[src/rtl/msi_db_pkg.sv]
package msi_db_pkg;

  // Reverse the byte order of a 32-bit status word for the read port.
  function automatic logic [31:0] bswap32(input logic [31:0] w);
    return {w[7:0], w[15:8], w[23:16], w[31:24]};
  endfunction

  // Lowest bit of the source window owned by status word n.
  function automatic int unsigned win_lo(input bit narrow, input int unsigned n,
                                         input int unsigned win);
    return narrow ? (32 - (n + 1) * win) : 0;
  endfunction

endpackage

[src/rtl/msi_db_decode.sv]
module msi_db_decode #(
  parameter int unsigned SEL_W    = 3,
  parameter int unsigned NUM_REGS = 8,
  parameter int unsigned WIN      = 32,
  parameter bit          NARROW   = 1'b0,
  parameter int unsigned DATA_W   = 32
) (
  input  logic                         db_valid,
  input  logic [DATA_W-1:0]            db_data,
  output logic [NUM_REGS-1:0][31:0]    set_mask,
  output logic                         bad
);
  import msi_db_pkg::*;

  localparam int unsigned IDX_W = DATA_W - SEL_W;

  logic [SEL_W-1:0] sel;
  logic [IDX_W-1:0] idx;
  logic [4:0]       idx_lo;
  logic             in_range;

  assign sel      = db_data[SEL_W-1:0];
  assign idx      = db_data[DATA_W-1:SEL_W];
  assign idx_lo   = idx[4:0];
  assign in_range = (32'(sel) < NUM_REGS) && (idx < IDX_W'(WIN));
  assign bad      = db_valid && !in_range;

  for (genvar n = 0; n < NUM_REGS; n++) begin : g_word
    localparam int unsigned HI = win_lo(NARROW, n, WIN) + WIN - 1;
    logic [31:0] hit_w;
    always_comb begin
      hit_w = '0;
      if (db_valid && in_range && (sel == SEL_W'(n)))
        hit_w = 32'd1 << (5'(HI) - idx_lo);
    end
    assign set_mask[n] = hit_w;
  end

endmodule

[src/rtl/msi_status_word.sv]
module msi_status_word #(
  parameter int unsigned LO  = 0,
  parameter int unsigned WIN = 32
) (
  input  logic        clk,
  input  logic        rst_n,
  input  logic [31:0] set_bits,
  input  logic        clr,
  output logic [31:0] status_o,
  output logic        irq_o
);
  localparam logic [31:0] WMASK = 32'(((64'd1 << WIN) - 64'd1) << LO);

  logic [31:0] st_q;
  logic [31:0] st_d;
  logic        st_en;

  always_comb begin
    st_en = clr || (|set_bits);
    st_d  = (clr ? 32'd0 : st_q) | (set_bits & WMASK);
  end

  always_ff @(posedge clk or negedge rst_n) begin
    if (!rst_n)      st_q <= '0;
    else if (st_en)  st_q <= st_d;
  end

  assign status_o = st_q;
  assign irq_o    = |(st_q & WMASK);

endmodule

[src/rtl/msi_rd_port.sv]
module msi_rd_port #(
  parameter int unsigned NUM_REGS = 8,
  parameter bit          NARROW   = 1'b0,
  parameter int unsigned ADDR_W   = 8
) (
  input  logic                      clk,
  input  logic                      rst_n,
  input  logic                      rd_en,
  input  logic [ADDR_W-1:0]         rd_addr,
  input  logic [NUM_REGS-1:0][31:0] status_all,
  output logic [NUM_REGS-1:0]       clr_o,
  output logic [31:0]               rd_data
);
  import msi_db_pkg::*;

  localparam int unsigned BASE  = NARROW ? 16 : 4;
  localparam int unsigned LIMIT = BASE + 4 * NUM_REGS;

  logic              in_win;
  logic [ADDR_W-1:0] off;
  logic [31:0]       word;
  logic [31:0]       rd_d;
  logic [31:0]       rd_q;

  assign in_win = rd_en && (rd_addr[1:0] == 2'b00) &&
                  (32'(rd_addr) >= BASE) && (32'(rd_addr) < LIMIT);
  assign off    = rd_addr - ADDR_W'(BASE);

  for (genvar n = 0; n < NUM_REGS; n++) begin : g_sel
    assign clr_o[n] = in_win && (32'(off >> 2) == n);
  end

  always_comb begin
    word = '0;
    for (int n = 0; n < NUM_REGS; n++)
      if (clr_o[n]) word = word | status_all[n];
    rd_d = bswap32(word);
  end

  always_ff @(posedge clk or negedge rst_n) begin
    if (!rst_n)     rd_q <= '0;
    else if (rd_en) rd_q <= rd_d;
  end

  assign rd_data = rd_q;

endmodule

[src/rtl/msi_doorbell_bank.sv]
module msi_doorbell_bank #(
  parameter int unsigned SEL_W    = 3,
  parameter int unsigned NUM_REGS = 8,
  parameter bit          NARROW   = 1'b0,
  parameter int unsigned DATA_W   = 32,
  parameter int unsigned ADDR_W   = 8
) (
  input  logic                clk,
  input  logic                rst_n,
  input  logic                db_valid,
  input  logic [DATA_W-1:0]   db_data,
  input  logic                rd_en,
  input  logic [ADDR_W-1:0]   rd_addr,
  output logic [31:0]         rd_data,
  output logic [NUM_REGS-1:0] irq_o,
  output logic                db_err
);
  import msi_db_pkg::*;

  localparam int unsigned WIN = NARROW ? 8 : 32;

  // reset: asserted asynchronously, released on the clock
  logic [1:0] rst_pipe;
  logic       rst_int_n;

  always_ff @(posedge clk or negedge rst_n) begin
    if (!rst_n) rst_pipe <= '0;
    else        rst_pipe <= {rst_pipe[0], 1'b1};
  end
  assign rst_int_n = rst_pipe[1];

  logic [NUM_REGS-1:0][31:0] set_mask;
  logic [NUM_REGS-1:0][31:0] status_all;
  logic [NUM_REGS-1:0]       clr;
  logic                      bad;
  logic                      err_d;
  logic                      err_q;

  msi_db_decode #(
    .SEL_W(SEL_W), .NUM_REGS(NUM_REGS), .WIN(WIN),
    .NARROW(NARROW), .DATA_W(DATA_W)
  ) u_decode (
    .db_valid (db_valid),
    .db_data  (db_data),
    .set_mask (set_mask),
    .bad      (bad)
  );

  for (genvar n = 0; n < NUM_REGS; n++) begin : g_status
    msi_status_word #(
      .LO  (win_lo(NARROW, n, WIN)),
      .WIN (WIN)
    ) u_word (
      .clk      (clk),
      .rst_n    (rst_int_n),
      .set_bits (set_mask[n]),
      .clr      (clr[n]),
      .status_o (status_all[n]),
      .irq_o    (irq_o[n])
    );
  end

  msi_rd_port #(
    .NUM_REGS(NUM_REGS), .NARROW(NARROW), .ADDR_W(ADDR_W)
  ) u_rd (
    .clk        (clk),
    .rst_n      (rst_int_n),
    .rd_en      (rd_en),
    .rd_addr    (rd_addr),
    .status_all (status_all),
    .clr_o      (clr),
    .rd_data    (rd_data)
  );

  assign err_d = bad;

  always_ff @(posedge clk or negedge rst_int_n) begin
    if (!rst_int_n) err_q <= 1'b0;
    else            err_q <= err_d;
  end

  assign db_err = err_q;

endmodule

[config.mk]
export PLATFORM = sky130hd
export DESIGN_NAME = msi_doorbell_bank
export DESIGN_NICKNAME = d
export VERILOG_FILES = /design/src/rtl/msi_db_pkg.sv /design/src/rtl/msi_db_decode.sv /design/src/rtl/msi_status_word.sv /design/src/rtl/msi_rd_port.sv /design/src/rtl/msi_doorbell_bank.sv
export SDC_FILE = /design/constraint.sdc
export NUM_CORES = 1
export LEC_CHECK = 0
export ABC_CLOCK_PERIOD_IN_PS = 17100
export BUFFER_PORTS_ARGS = -buffer_cell sky130_fd_sc_hd__buf_2
export CORE_ASPECT_RATIO = 0.6
export CORE_MARGIN = 10
export CORE_UTILIZATION = 60
export CTS_BUF_LIST = sky130_fd_sc_hd__clkbuf_8 sky130_fd_sc_hd__clkbuf_16
export DETAILED_ROUTE_END_ITERATION = 6
export GPL_ROUTABILITY_DRIVEN = 1
export PLACE_DENSITY = 0.79
export SLEW_MARGIN = 10
export SYNTH_ARGS = -nofsm -noshare
export SYNTH_HDL_FRONTEND = slang
export SYNTH_SLANG_ARGS = --single-unit
[constraint.sdc]
create_clock -name clk -period 17.1 [get_ports clk]
set_input_delay 0.855 -clock clk [delete_from_list [all_inputs] [get_ports clk]]
set_output_delay 0.855 -clock clk [all_outputs]
set_load 0.03 [all_outputs]
# Yosys cells after proc, flatten, opt, wreduce, memory -nomap -nowiden
# Index checks and enable logic that the tools add are counted.
# classes
muxes,24
shift,1
addsub,2
order_cmp,3
eq_ne,14
bitwise,15
n_reduce_logical,49
# op_table
op,count
2-to-1 mux 32 bit,24
OR reduction 32 bit,16
bitwise OR 32 bit,15
zero test 32 bit,1
left shift 1 x 5 -> 32 bit (first input constant),1
less-than comparator 29 x 6 -> 1 bit (second input constant),1
equality test 6 x 3 -> 1 bit (second input constant),4
logical AND 1 bit,21
equality test 3 bit (second input constant),4
equality test 6 x 2 -> 1 bit (second input constant),2
>= comparator 8 x 3 -> 1 bit (second input constant),1
logical OR 1 bit,8
less-than comparator 8 x 6 -> 1 bit (second input constant),1
subtractor 8 x 3 -> 8 bit (second input constant),1
equality test 3 x 2 -> 1 bit (second input constant),2
equality test 6 x 1 -> 1 bit (second input constant),1
subtractor 5 bit (first input constant),1
equality test 3 x 1 -> 1 bit (second input constant),1
zero test 3 bit,1
zero test 2 bit,1
zero test 1 bit,1
# word_totals
in_bits,44
reg_bits,291
word_cells,119
output_inout_bits,41

# Depth between registers and ports, before layout
# depth
word_depth,20
depth_mapped,7
ltp_nobuf,4

# Hierarchy
# Synthesis repeated with hierarchy kept, for this count alone.
# hier_totals
cells_unflattened,1419
hier_area_um2,14277.4
# modules_own_cells
module,n_inst,seq_area_each_um2,area_per_inst_um2,cells_each
msi_status_word,8,800.8,1136.1,79
msi_rd_port,1,800.8,3264.4,405
msi_db_decode,1,0.0,1845.5,378
msi_doorbell_bank,1,75.1,78.8,4

# Least setup slack after synthesis
# OpenSTA, ideal clock, no wires.
# synth_timing
kind,input to register
from,input port rd_en
to,register g_status[5].u_word.st_q[10]
arrival_time_ns,2.162
path_buffers,3
cell_stages,7
setup_ns,0.122
setup_slack_ns,14.817
required_time_ns,16.978
cell_sequence,clkbuf_1 nor4b_4 nand2b_1 clkbuf_1 nand3b_4 buf_2 a32o_1
# synth_between
elab_chain_cells,6
elab_cells_between_ends,7
classes_between,1 x mux; 1 x bitwise; 5 x reduce/logical
# synth_rtl
element,line_no,rtl
from (decl),msi_doorbell_bank.sv:12,"input logic rd_en,"
logical AND 1 bit * (2 in series),msi_rd_port.sv:25,assign in_win = rd_en && (rd_addr[1:0] == 2'b00) &&
logical AND 1 bit *,msi_rd_port.sv:26,(32'(rd_addr) >= BASE) && (32'(rd_addr) < LIMIT);
logical AND 1 bit *,msi_rd_port.sv:30,assign clr_o[n] = in_win && (32'(off >> 2) == n);
2-to-1 mux 32 bit,msi_status_word.sv:20,st_d = (clr ? 32'd0 : st_q) | (set_bits & WMASK);
bitwise OR 32 bit,msi_status_word.sv:20,
to (signal assigned),msi_status_word.sv:25,else if (st_en) st_q <= st_d;
to (decl),msi_status_word.sv:14,logic [31:0] st_q;
# Every way passes the cells marked *; elsewhere a longest branch is shown, timed or not.
# A chain may end at the register's enable or synchronous reset.

# Final worst setup path
# layout_timing
from,register g_status[4].u_word.st_q[5]
to,output port irq_o[4]
# layout_between
elab_chain_cells,1
# layout_rtl
element,line_no,rtl
from (decl),msi_status_word.sv:14,
from (signal assigned),msi_status_word.sv:25,
OR reduction 32 bit,msi_status_word.sv:29,assign irq_o = |(st_q & WMASK);
to (decl),msi_doorbell_bank.sv:15,"output logic [NUM_REGS-1:0] irq_o,"
# Every way passes these cells.

==> flow_summary.yaml <==
yosys:
  synth_area_leader_cell: "dfrtp_1"
  avgSynthCellArea_um2: 10.3
  ys_dominant_reg_cell: "dfrtp_1"
  synth.area.top_cells: "dfrtp_1 54%, o21ai_1 7.7%, nand2_1 7.2%"
  yosysMostFrequentCell: "dfrtp_1"
  yosys_register_bits: 291
  synthCells: 1312
  ys_top_cells_by_count: "291 x dfrtp_1, 260 x nand2_1, 210 x o21ai_1"
  yosysWarnings: 0
  yosysSeqAreaShare_pct: 53.7
  synth_edf_count: 0
  netlist_area_um2: 13600
  synth_top_area_share_pct: 53.7
  syn-num-nets: 1356
  yosysUniqueCellTypes: 38
  async_reset_ff_share_pct: 100
detailed_routing:
  postRouteAntennaNets: 0
  drtPass1Iterations: 7
  wl_per_cell_um: 24.0
  drc: 8
  vias: 11000
  drtIter0Drc: 1417
  post_drt_via_cell_ratio: 6.62
  wirelength_mm: 39.9
critical_path:
  startpoint_type: "flop"
  worstSetupStartpoint: "g_status[4].u_word.status_o[5]"
  end_kind: "primary output"
  reg2reg_slack_ps: 14400
  r2r_start: "rst_pipe[1]"
  crit_required_ps: 16250
  rr_worst_depth: 2
  crit_fanout: 3
  critPathArrivalTime_ps: 2150
  path_class: "reg -> out"
cts:
  post_cts_resized: 0
  cts_buffer_depth: 3
  htree_levels: 1
  path_clk_slew_ps: 70
  clock_sinks: 291
  clk_latency_ps: 550
  ctsHoldBuffers: 0
  cts_tree: "yes"
  cts_root_buf: "clkbuf_16"
  cts_setup_buffers: 0
  numCtsBuffers: 26
floorplanning:
  initial_core_util_pct: 61.3
  pin_count: 85
  rows: 42
  die-area_um2: 29200
  coreArea_um2: 22100
  die_width_um: 214
  die_h_um: 136
layout:
  final.fill_count: 1699
  final_core_util_pct: 67.4
  area_growth_pct: 9.86
  drive_gt1_share_pct: 15.3
  fin_cells: 1659
  fin_nets: 1378
power:
  p_clk_share_pct: 46.9
  pwr-share-comb_pct: 4.2
  p_leak_uw: 0.00642
  p_sw_share_pct: 21.9
  power_uw: 1420
  internal-power_uw: 1110
  ir_drop_mv: 0.0643
  p_switching_uw: 310
  power_density_nw_per_um2: 95.0
  seq_power_share_pct: 48.9
grt:
  grt_overflow_total: 0
  grt_use_total_pct: 27.2
  grt_pass1_wl_mm: 63.1
  grt_pass1_vias: 10600
  antenna_found_initial: 1
  grt_max_degree: 101
timing:
  slew_viol_final: 0
  setup_viol_count_final: 0
  worst_pin_slew_ps: 1190
  skew_ps: 6.99
  finalCritPeriodShare_pct: 17.6
  fin_setup_tns_ps: 0
  rsz0062_at_grt: "no"
  slew_headroom_pct: 20.8
  fin_ws_ps: 14100
  hold_violations: 0
  period_needed_ps: 3000
  max_freq_mhz: 333
placed_design:
  dp_hpwl_mm: 26.9
  gp_congestion: 0.901
  placed_cells: 1613
  io_buffers: 84
  pre_cts_ws_ps: 13350
run:
  cap_violations: 0
outcome:
  status: "finished with violations"
  violations: "design-rule violations"
min_path:
  worstHoldPathType: "in -> async"
state kept, by name, summed over array words and instances (netlist names):
signal,flops
g_status.u_word.status_o,256
u_rd.rd_data,32
rst_pipe,2
db_err,1
cells in the final DEF (no fill, tap or decap), drive strengths merged, types with 3 or more instances in the layout:
master    synthesis  final
nor3b             3      3
nand4b            6      6
nor2b             5      5
mux2i            32     32
or2              10     10
o21ai           224    224
nand4            17     17
clkinvlp          0      3
a21oi            64     64
nand2b           36     36
nand2           260    260
a211oi           32     32
clkbuf           61     33
mux4             32     32
nor4             71     71
buf              48    103
bufinv            0      6
nor2              4      4
dfrtp           291    291
o221ai           32     32
nand3b            3      3
a32o             32     32
or4               7      7
inv              32     34
area by class of cell:
type | instances | area (µm²) | area share [%]
multi-input cells | 880 | 5570 | 37.4
flip-flops and latches | 291 | 7290 | 48.9
repair buffers | 103 | 576 | 3.86
clock inverters | 11 | 210 | 1.41
well taps | 308 | 385 | 2.59
clock buffers | 33 | 758 | 5.09
inverters | 32 | 120 | 0.806
diodes | 1 | 2.50 | 0.0168
cells by family after synthesis:
group	Yosys count	share of synthesized area, %
buffers and inverters	141	5.46
AO/OA/AOI/OAI	385	16.9
flip-flops	291	53.7
other	1	0.0276
multiplexers	64	7.67
AND/OR/NAND/NOR	430	16.3
final timing paths:
path	to
setup reg to reg	g_status[6].u_word.status_o[1]
hold reg to reg	rst_pipe[1]
max in group asynchronous	g_status[6].u_word.status_o[1]
min in group clk	rst_pipe[1]
hold / removal	rst_pipe[0]
setup / recovery	irq_o[4]
power by group through the flow:
| stage | clock network [µW] | registers (µW) | logic [µW] |
|---|---|---|---|
| final | 663 | 692 | 59.9 |
| after global routing | 702 | 692 | 64.6 |
| after CTS | 670 | 692 | 59.1 |
| after detailed placement | 0 | 706 | 58.7 |
| after global placement | 0 | 706 | 57.9 |
| after floorplan | 0 | 713 | 29.7 |
worst max-delay path, cell delays in order (launching register included):
cell	delay (ps)
dfrtp_1	400
nor4_1	490
nand4_1	170
or2_2	360
buf_2	190
routing by layer:
layer / GRT usage (%) / part of all wire (%) / vias to the layer above
met1: 40.9 / 45 / 5506
met2: 37.1 / 41 / 638
met3: 9.98 / 13 / 36
met5: 0 / 0 / -
met4: 4.04 / 1.2 / 0
li1: - / - / 4803
metrics by stage:
step	hold slack, ps	instance area, µm²
finish	75.2	14900
global route	64.7	14900
CTS	61.6	14900
detailed placement	341	13900
global placement	336	13900
floorplan	331	13600
Note: power is estimated with default switching activity, not from simulation.
